### src/rtl/thalarm_pkg.sv
// Package: shared constants and the configuration layout for the alarm.
// Assumes a 5-bit configuration field laid out as in cfg_t.
package thalarm_pkg;
    localparam int TEMP_W = 9;
    // Reset limit codes in 0.5 degree units (80 and 75 degrees).
    localparam logic [TEMP_W-1:0] RST_HI_LIM = 9'd160;
    localparam logic [TEMP_W-1:0] RST_LO_LIM = 9'd150;

    typedef struct packed {
        logic [1:0] qsel;  // consecutive-fault count select
        logic       pol;   // 1: pin active high
        logic       intr;  // 1: interrupt (latched) mode
        logic       shdn;  // 1: ignore samples
    } cfg_t;

    function automatic int max4(input int a, input int b, input int c, input int d);
        int m;
        m = a;
        if (b > m) m = b;
        if (c > m) m = c;
        if (d > m) m = d;
        return m;
    endfunction
endpackage

### src/rtl/thalarm_qdec.sv
// Queue decoder: maps the 2-bit queue select onto a consecutive count.
// Assumes every Qn parameter is at least 1 and fits in CW bits.
module thalarm_qdec #(
    parameter int Q0 = 1,
    parameter int Q1 = 2,
    parameter int Q2 = 4,
    parameter int Q3 = 6,
    parameter int CW = 3
) (
    input  logic [1:0]    qsel,
    output logic [CW-1:0] qlen
);
    localparam int QV [4] = '{Q0, Q1, Q2, Q3};
    logic [CW-1:0] tab [4];

    // Build the lookup table, one entry per select code.
    for (genvar i = 0; i < 4; i++) begin : g_tab
        assign tab[i] = CW'(QV[i]);
    end

    // Select the active queue length.
    assign qlen = tab[qsel];
endmodule

### src/rtl/thalarm_cmp.sv
// Trip comparator: tests a sample against the limit for the current direction.
// Assumes two's-complement inputs; the comparison is signed and strict.
module thalarm_cmp #(
    parameter int TW = 9
) (
    input  logic [TW-1:0] temp,
    input  logic [TW-1:0] lim_hi,
    input  logic [TW-1:0] lim_lo,
    input  logic          seek_low,
    output logic          fault
);
    logic above_hi;
    logic below_lo;

    // Signed strict comparisons against both limits.
    always_comb begin
        above_hi = $signed(temp) > $signed(lim_hi);
        below_lo = $signed(temp) < $signed(lim_lo);
    end

    // Pick the condition for the direction being watched.
    assign fault = seek_low ? below_lo : above_hi;
endmodule

### src/rtl/thalarm_fcnt.sv
// Consecutive-fault counter: counts qualifying samples and fires an event
// on the one that completes the queue. Assumes qlen >= 1.
module thalarm_fcnt #(
    parameter int CW = 3
) (
    input  logic          clk,
    input  logic          rst_n,
    input  logic          adv,
    input  logic          fault,
    input  logic [CW-1:0] qlen,
    output logic          ev,
    output logic [CW-1:0] cnt
);
    logic hit;

    // Compare the next count with the queue, one bit wider to avoid wrap.
    assign hit = ({1'b0, cnt} + (CW+1)'(1)) >= {1'b0, qlen};
    assign ev  = adv && fault && hit;

    // Count, clear on a miss, and restart once the queue is met.
    always_ff @(posedge clk) begin
        if (!rst_n) begin
            cnt <= '0;
        end else if (adv) begin
            if (!fault || hit) cnt <= '0;
            else               cnt <= cnt + CW'(1);
        end
    end
endmodule

### src/rtl/thalarm_state.sv
// Alarm state: holds the watched direction and the interrupt-mode latch.
// Assumes ev is a single-cycle pulse from the fault counter.
module thalarm_state (
    input  logic clk,
    input  logic rst_n,
    input  logic ev,
    input  logic rd,
    input  logic intr,
    output logic seek_low,
    output logic latch
);
    // Flip the watched direction on every qualified crossing.
    always_ff @(posedge clk) begin
        if (!rst_n)  seek_low <= 1'b0;
        else if (ev) seek_low <= ~seek_low;
    end

    // Interrupt latch: a crossing sets it and wins over a read clear.
    always_ff @(posedge clk) begin
        if (!rst_n)            latch <= 1'b0;
        else if (ev && intr)   latch <= 1'b1;
        else if (rd && intr)   latch <= 1'b0;
    end
endmodule

### src/rtl/thermal_alarm.sv
// Top: over-temperature alarm with a consecutive-fault queue, comparator
// or latched-interrupt behaviour and selectable pin polarity.
// Assumes limits and configuration come from an outside register file.
module thermal_alarm
    import thalarm_pkg::*;
#(
    parameter int TW    = TEMP_W,
    parameter int QLEN0 = 1,
    parameter int QLEN1 = 2,
    parameter int QLEN2 = 4,
    parameter int QLEN3 = 6
) (
    input  logic          clk,
    input  logic          rst_n,
    input  logic          smp_vld,
    input  logic [TW-1:0] smp_temp,
    input  logic [4:0]    cfg,
    input  logic [TW-1:0] lim_hi,
    input  logic [TW-1:0] lim_lo,
    input  logic          rd_pulse,
    output logic          alarm_pin
);
    localparam int QMAX = max4(QLEN0, QLEN1, QLEN2, QLEN3);
    localparam int CW   = $clog2(QMAX + 1);

    cfg_t          cf;
    logic [CW-1:0] qlen_w;
    logic [CW-1:0] cnt_w;
    logic          fault_w;
    logic          ev_w;
    logic          adv_w;
    logic          seek_q;
    logic          latch_q;
    logic          act_w;

    assign cf    = cfg_t'(cfg);
    assign adv_w = smp_vld && !cf.shdn;

    thalarm_qdec #(.Q0(QLEN0), .Q1(QLEN1), .Q2(QLEN2), .Q3(QLEN3), .CW(CW)) u_qdec (
        .qsel (cf.qsel),
        .qlen (qlen_w)
    );

    thalarm_cmp #(.TW(TW)) u_cmp (
        .temp     (smp_temp),
        .lim_hi   (lim_hi),
        .lim_lo   (lim_lo),
        .seek_low (seek_q),
        .fault    (fault_w)
    );

    thalarm_fcnt #(.CW(CW)) u_fcnt (
        .clk   (clk),
        .rst_n (rst_n),
        .adv   (adv_w),
        .fault (fault_w),
        .qlen  (qlen_w),
        .ev    (ev_w),
        .cnt   (cnt_w)
    );

    thalarm_state u_state (
        .clk      (clk),
        .rst_n    (rst_n),
        .ev       (ev_w),
        .rd       (rd_pulse),
        .intr     (cf.intr),
        .seek_low (seek_q),
        .latch    (latch_q)
    );

    // Logical alarm per mode, then apply the pin polarity.
    assign act_w     = cf.intr ? latch_q : seek_q;
    assign alarm_pin = cf.pol ? act_w : ~act_w;
endmodule

### config.mk
export PLATFORM = sky130hd
export DESIGN_NAME = thermal_alarm
export DESIGN_NICKNAME = d
export VERILOG_FILES = /design/src/rtl/thalarm_pkg.sv /design/src/rtl/thalarm_qdec.sv /design/src/rtl/thalarm_cmp.sv /design/src/rtl/thalarm_fcnt.sv /design/src/rtl/thalarm_state.sv /design/src/rtl/thermal_alarm.sv
export SDC_FILE = /design/constraint.sdc
export NUM_CORES = 1
export LEC_CHECK = 0
export BUFFER_PORTS_ARGS = -buffer_cell sky130_fd_sc_hd__buf_2
export CORE_MARGIN = 10
export CORE_UTILIZATION = 24
export DETAILED_ROUTE_END_ITERATION = 16
export PLACE_DENSITY_LB_ADDON = 0.3
export SETUP_SLACK_MARGIN = 0.15
export SLEW_MARGIN = 20
export SYNTH_ARGS = -nofsm -noshare
export SYNTH_HDL_FRONTEND = slang
export SYNTH_SLANG_ARGS = --single-unit
### constraint.sdc
create_clock -name clk -period 5.3 [get_ports clk]
set_input_delay 0.795 -clock clk [delete_from_list [all_inputs] [get_ports clk]]
set_output_delay 0.795 -clock clk [all_outputs]
set_load 0.02 [all_outputs]
==> flow_summary.toml, run 1 <==
[global_routing]
grt_max_degree = 7
gr-total-overflow = 0
first_global_vias = 956
grt_pass1_wl_um = 3726
grt_use_total = 0.07033
antenna_found_initial = 0

[logic_synthesis]
synthXorXnorAreaFrac = 0.02068
synth_area_um2 = 847.1
yosysWarnings = 0
synthAdderAreaFrac = 0.3102
synth_compound_area_frac = 0.2112
netlist_top_cells_area = "ha_1 31%, dfxtp_1 12%, inv_1 11%"
ys_ff_latch = 5
synthMuxAreaShare = 0.01182
yosysTopAreaCell = "ha_1"
syn_nets = 169
synthSimpleGateAreaFrac = 0.2171
yosys.area.top_type_share = 0.3102
syn_inst = 112
synth_top_family_by_area = "adder cells"
syn_avg_cell_area_um2 = 7.563
seq_area_frac_synth = 0.1182
synth_cell_types = 31

[critical_path]
cp.arrival_ps = 2580
cp_slowest_stage_delay_ps = 470
cpMaxStageDelayCell = "a2111oi_0"
cp-start-kind = "primary input"
crit_chain = "buf_2 -> ha_1 -> a21o_1 -> a2111oi_0 -> o211ai_1 -> nor4b_4 -> o221ai_1 -> nand2_1"
cp.required_ps = 5430
cp-end-kind = "register"
worstSetupPathType = "in -> reg"
cp_max_fo = 3

[clock_network]
htree_num_levels = 1
cts-buffers-inserted = 3
clockBufferDepth = 2
postCtsSetupBuffers = 0
holdBufCountCts = 0
cts_resized = 0
root_buffer = "clkbuf_4"
clk_pin_slew_worst_paths_ps = 40
cts_tree = "yes"
insertion_delay_ps = 240
clock-sinks = 5

[cells_and_area]
multi_input_area_um2 = 653.1
nets = 210
nFillCells = 388
regArea_um2 = 100.1
areaGrowthSynthToFinish_pct = 31.17
diodes = 0
layout-drive-gt1-share = 0.2895

[floorplan]
pin_count = 37
fp.dieH_um = 79.41
core_um2 = 3363
placementRows = 21
die_width_um = 79.41
initial_core_util = 0.2519
die_area_um2 = 6306

[min_path]
hp-class = "reg -> reg"

[power]
swShare = 0.3349
p_comb_frac = 0.420
p_leak_uw = 0.0006329
p_sw_uw = 49.14
peakVddDrop_mv = 0.1022
p_per_area_nw_per_um2 = 132.1
p_clk_frac = 0.304
seqPwrFrac = 0.275
p_int_uw = 97.60

[timing]
worst_slew_pin_slew_ps = 587.7
fin_skew_ps = 1.742
setup_ws_ps = 2844
fmax_mhz = 407.2
timing_hold_violations_final = 0
setup_viol_count_final = 0
finalSetupTns_ps = 0
fin_crit_ps = 2456
fin_crit_sh = 0.4634
relSlewSlack = 0.6070
holdWs_ps = 494.2
slew_violations = 0
rsz0062_at_grt = "false"

[drt]
drt_iter0_drc = 18
routed_wl_um = 2205
postRouteAntennaNets = 0
firstDrtPassIters = 4
via_per_inst = 4.293
wl_per_cell_um = 11.14
via_count = 850
drc = 0

[place]
post-place-ws_ps = 2564
port_buffers = 36
gp_congestion = 0.7329
post-dp-hpwl_um = 2049

[run_status]
outcome = "complete, no violations"

[run]
maxCapViolCount = 0
[kinds of logic after synthesis]
| logic type | count (synthesis) |
|---|---|
| mux | 1 |
| fa+ha+maj | 21 |
| compound gates | 27 |
| xor+xnor | 2 |
| flops | 5 |
| buf+inv | 25 |
| simple gates | 31 |
[layout make-up]
type | count | area share
Clock buffer | 4 | 0.02365
Timing Repair Buffer | 36 | 0.1622
Tap cell | 46 | 0.05180
Inverter | 25 | 0.08446
Multi-Input combinational cell | 82 | 0.5878
Sequential cell | 5 | 0.09009
[Yosys cell counts (all sizes together)]
library cell,n
nor4b,1
a21oi,8
o21a,2
and4bb,1
nor3b,2
o21ai,6
or3,1
xor2,2
ha,21
a21boi,3
nand4,3
a21o,1
a31oi,1
dfxtp,5
and2b,1
o221ai,1
o32ai,1
nand3,3
nor2b,2
nor2,8
inv,25
o211ai,3
mux2i,1
nand2b,1
a2111oi,1
nand2,8
[final timing paths]
kind,from,endpoint,slack (ps),cells past startpoint
max,smp_temp[6],u_fcnt.cnt[2]$_SDFFE_PN0P_,2840,8
min,u_fcnt.cnt[1]$_SDFFE_PN0P_,u_fcnt.cnt[1]$_SDFFE_PN0P_,490,2
max reg2reg,u_fcnt.cnt[0]$_SDFFE_PN0P_,u_fcnt.cnt[2]$_SDFFE_PN0P_,3190,8
min reg2reg,u_fcnt.cnt[1]$_SDFFE_PN0P_,u_fcnt.cnt[1]$_SDFFE_PN0P_,490,2
[state kept, by name (all words and copies together) (netlist names)]
signal and flops:
u_state.latch 1, u_fcnt.cnt 3, u_state.seek_low 1
[worst max-delay path, delay by kind of cell]
| kind | cells | cell delay, ps |
|---|---|---|
| simple gates | 2 | 260 |
| buf+inv | 1 | 110 |
| compound gates | 4 | 1100 |
| fa+ha+maj | 1 | 310 |
[per-stage QoR]
step | std cells | area [um2] | utilization | power (uW)
floorplan | 112 | 847.1 | - | 78.94
global placement | 194 | 1085 | 0.3225 | 101.5
detailed placement | 194 | 1085 | 0.3225 | 103.5
CTS | 198 | 1111 | 0.3304 | 149.3
global route | 198 | 1111 | 0.3304 | 161.4
finish | 198 | 1111 | 0.3304 | 146.7
[metal layers]
metal,GRT usage,wire [um]
met4,0.02151,19
met3,0.02027,139
met2,0.1321,1142
met1,0.07311,904
met5,0,0
[power groups by stage]
stage	sequential [uW]	combinational [uW]	clock, uW
3_5_place_dp	41.1	62.4	0
6_report	40.4	61.7	44.7
4_1_cts	40.4	62.9	46.0
2_1_floorplan	40.7	38.2	0
3_3_place_gp	41.0	60.5	0
5_1_grt	40.5	72.3	48.6
[placed cells by master (no fill, tap or decap), types with 3 or more instances in the layout]
cell	Yosys	layout
a21oi_1	8	8
dfxtp_1	5	5
nand3_1	3	3
buf_2	0	36
inv_1	25	25
clkbuf_4	0	3
o21ai_0	4	4
nand2_1	8	8
nor2_1	8	8
ha_1	21	21
Note: power is estimated with default switching activity, not from simulation.
==> inputs of run 2 (changes only) <==
ABC_AREA = 1   (was not set)
clock period = 2.55 ns   (was 5.3 ns; I/O delays follow)
==> run 2 against run 1 <==
Compared with the run above:
- total power grew to 2.5 times the previous value
- die area grew 4.9%
- non-clock buffer count is the same
- routed wire length shrank 1.5%
- largest cell class unchanged
- worst hold slack lost 69 ps
- sequential power grew 110%
- highest routed layer unchanged
- critical path type is now reg -> reg
- first-iteration DRC count grew 39%
==> flow_summary.toml, run 2 <==
[run_status]
outcome = "complete, no violations"

[critical_path]
cpMaxStageDelayCell = "dfxtp_1"
cp_slowest_stage_delay_ps = 340
cp.required_ps = 2660
critPathBufInv = 1
cp-start-kind = "register"
crit_chain = "ha_1 -> xnor2_1 -> inv_1 -> ha_1 -> a31o_2 -> a21oi_1 -> nor2_1 -> nand3_2 -> nand2_1 -> nand2_1 -> nor2_1"
path_delay_family = "compound AO/OA/AOI/OAI gates"
cp-end-kind = "register"
cp_max_fo = 5
cp.arrival_ps = 2020
worstSetupPathType = "reg -> reg"

[logic_synthesis]
seq_area_frac_synth = 0.1108
ys.flop_type = "dfxtp_1"
syn_nets = 198
yosysWarnings = 0
synth_common_cells = "36 x inv_1, 35 x nand2_1, 21 x ha_1"
synth_cell_types = 18
yosys.area.top_type_share = 0.2909
netlist_top_cells_area = "ha_1 29%, inv_1 15%, nand2_1 15%"
yosysTopAreaCell = "ha_1"
synth_area_um2 = 903.4
syn_inst = 141
synthArstFlopShare = 0
synth_edf_count = 0
ys_ff_latch = 5
yosysMostFrequentCell = "inv_1"
syn_avg_cell_area_um2 = 6.407

[power]
p_clk_frac = 0.399
seqPwrFrac = 0.223
p_comb_frac = 0.378
p_per_area_nw_per_um2 = 313.3
p_sw_uw = 121.6
p_int_uw = 250.8
peakVddDrop_mv = 0.1429
swShare = 0.3266
p_leak_uw = 0.0007093

[timing]
fin_crit_ps = 1906
rsz0062_at_grt = "false"
worst_slew_pin_slew_ps = 283.1
setup_viol_count_final = 0
fin_crit_sh = 0.7474
fin_skew_ps = 0.8056
timing_hold_violations_final = 0
fmax_mhz = 524.7
slew_violations = 0
finalSetupTns_ps = 0
relSlewSlack = 0.8113

[floorplan]
pin_count = 37
initial_core_util = 0.2468
die_width_um = 81.35
fp.dieH_um = 81.35
core_um2 = 3661
placementRows = 22
die_area_um2 = 6618

[clock_network]
root_buffer = "clkbuf_8"
holdBufCountCts = 0
htree_num_levels = 1
insertion_delay_ps = 220
postCtsSetupBuffers = 0
cts_tree = "yes"
clock-sinks = 5
cts_resized = 0
clk_pin_slew_worst_paths_ps = 30
clockBufferDepth = 2
cts-buffers-inserted = 3

[cells_and_area]
diodes = 0
final_core_util = 0.3247
max_flop_register = "u_fcnt.cnt"
final_cell_mix = "36 x inv_1, 36 x buf_2, 35 x nand2_1"
largest_reg_flops = 3
largest_registers = "u_fcnt.cnt: 3 flops, u_state.latch: 1 flops, u_state.seek_low: 1 flops"
nets = 239
areaGrowthSynthToFinish_pct = 31.58
layout-drive-gt1-share = 0.2652

[drt]
firstDrtPassIters = 4
via_count = 936
wl_per_cell_um = 9.485
postRouteAntennaNets = 0
routed_wl_um = 2172
via_per_inst = 4.087
drc = 0
drt_iter0_drc = 25

[global_routing]
grt_use_total = 0.06737
antenna_found_initial = 0
grt_max_degree = 8
grt_pass1_wl_um = 3463
first_global_vias = 869
gr-total-overflow = 0

[run]
maxCapViolCount = 0

[place]
gp_congestion = 0.7601
port_buffers = 36
post-dp-hpwl_um = 1904

[min_path]
hp-class = "in -> reg"
run 2: changes by cell type after synthesis, sizes merged, moves of 4 or more:
cell   previous run  this run
inv              25        36
o21ai             6         2
nand2             8        37
nand4             3         7
nor2              8        12
run 2: kinds of logic (layout without fill, tap and decap cells):
| logic type | after synthesis | after routing | share of synthesized area |
|---|---|---|---|
| AOI/OAI and AO/OA | 14 | 14 | 0.09696 |
| and+or+nand+nor | 63 | 63 | 0.3324 |
| buffers and inverters | 36 | 76 | 0.1496 |
| adders and majority gates | 21 | 21 | 0.2909 |
| DFF | 5 | 5 | 0.1108 |
| xor gates and xnor gates | 2 | 2 | 0.01939 |
run 2: worst register-to-register path, delay by kind of cell (launching register included):
family | cells | cell delay [ps]
flip-flops | 1 | 340
AND/OR/NAND/NOR | 5 | 370
buffers and inverters | 1 | 70
AO/OA/AOI/OAI | 2 | 440
adder cells (fa/ha/maj) | 2 | 390
XOR/XNOR | 1 | 170
run 2: worst paths after layout:
check                             startpoint  cells after the start  slack, ps                             to
setup / recovery  u_fcnt.cnt[0]$_SDFFE_PN0P_                     11        640  u_state.seek_low$_SDFFE_PN0P_
hold / removal                      rd_pulse                      4        430     u_state.latch$_SDFFE_PN0P_
setup reg to reg  u_fcnt.cnt[0]$_SDFFE_PN0P_                     11        640  u_state.seek_low$_SDFFE_PN0P_
hold reg to reg   u_state.latch$_SDFFE_PN0P_                      2        460     u_state.latch$_SDFFE_PN0P_
run 2: metal layers:
| metal | wire length, um | vias to the layer above | part of all wire | global-route usage |
|---|---|---|---|---|
| met2 | 999 | 24 | 0.46 | 0.1066 |
| met4 | 38 | 0 | 0.017 | 0.03633 |
| met1 | 881 | 383 | 0.41 | 0.07049 |
| met5 | 0 | - | 0 | 0 |
| li1 | - | 524 | - | - |
| met3 | 251 | 5 | 0.12 | 0.03642 |
run 2: metrics by stage:
| step | instance area [um2] | setup WS (ps) | total power (uW) | hold slack (ps) | std cells |
|---|---|---|---|---|---|
| global route | 1189 | 404.5 | 411.1 | 443.7 | 229 |
| detailed placement | 1144 | 656.8 | 226.8 | 454.9 | 225 |
| floorplan | 903.4 | 815.5 | 178.2 | 443.5 | 141 |
| global placement | 1144 | 716.9 | 226.8 | 459.4 | 225 |
| finish | 1189 | 644.0 | 372.4 | 425.2 | 229 |
| CTS | 1189 | 630.6 | 382.0 | 423.4 | 229 |
run 2: layout make-up:
cell class	instances	area [um2]
clock buffer	4	45.04
fill	424	2472
inverter	36	135.1
multi-input combinational	100	668.1
sequential	5	100.1
tap	48	60.06
timing repair buffer	36	180.2
run 2: power by group through the flow:
stage,logic [uW],clock network (uW),registers [uW]
3_5_place_dp,143,0,84.1
4_1_cts,144,154,83.2
3_3_place_gp,143,0,84.2
5_1_grt,166,161,83.5
6_report,141,149,83.1
2_1_floorplan,94.5,0,83.7
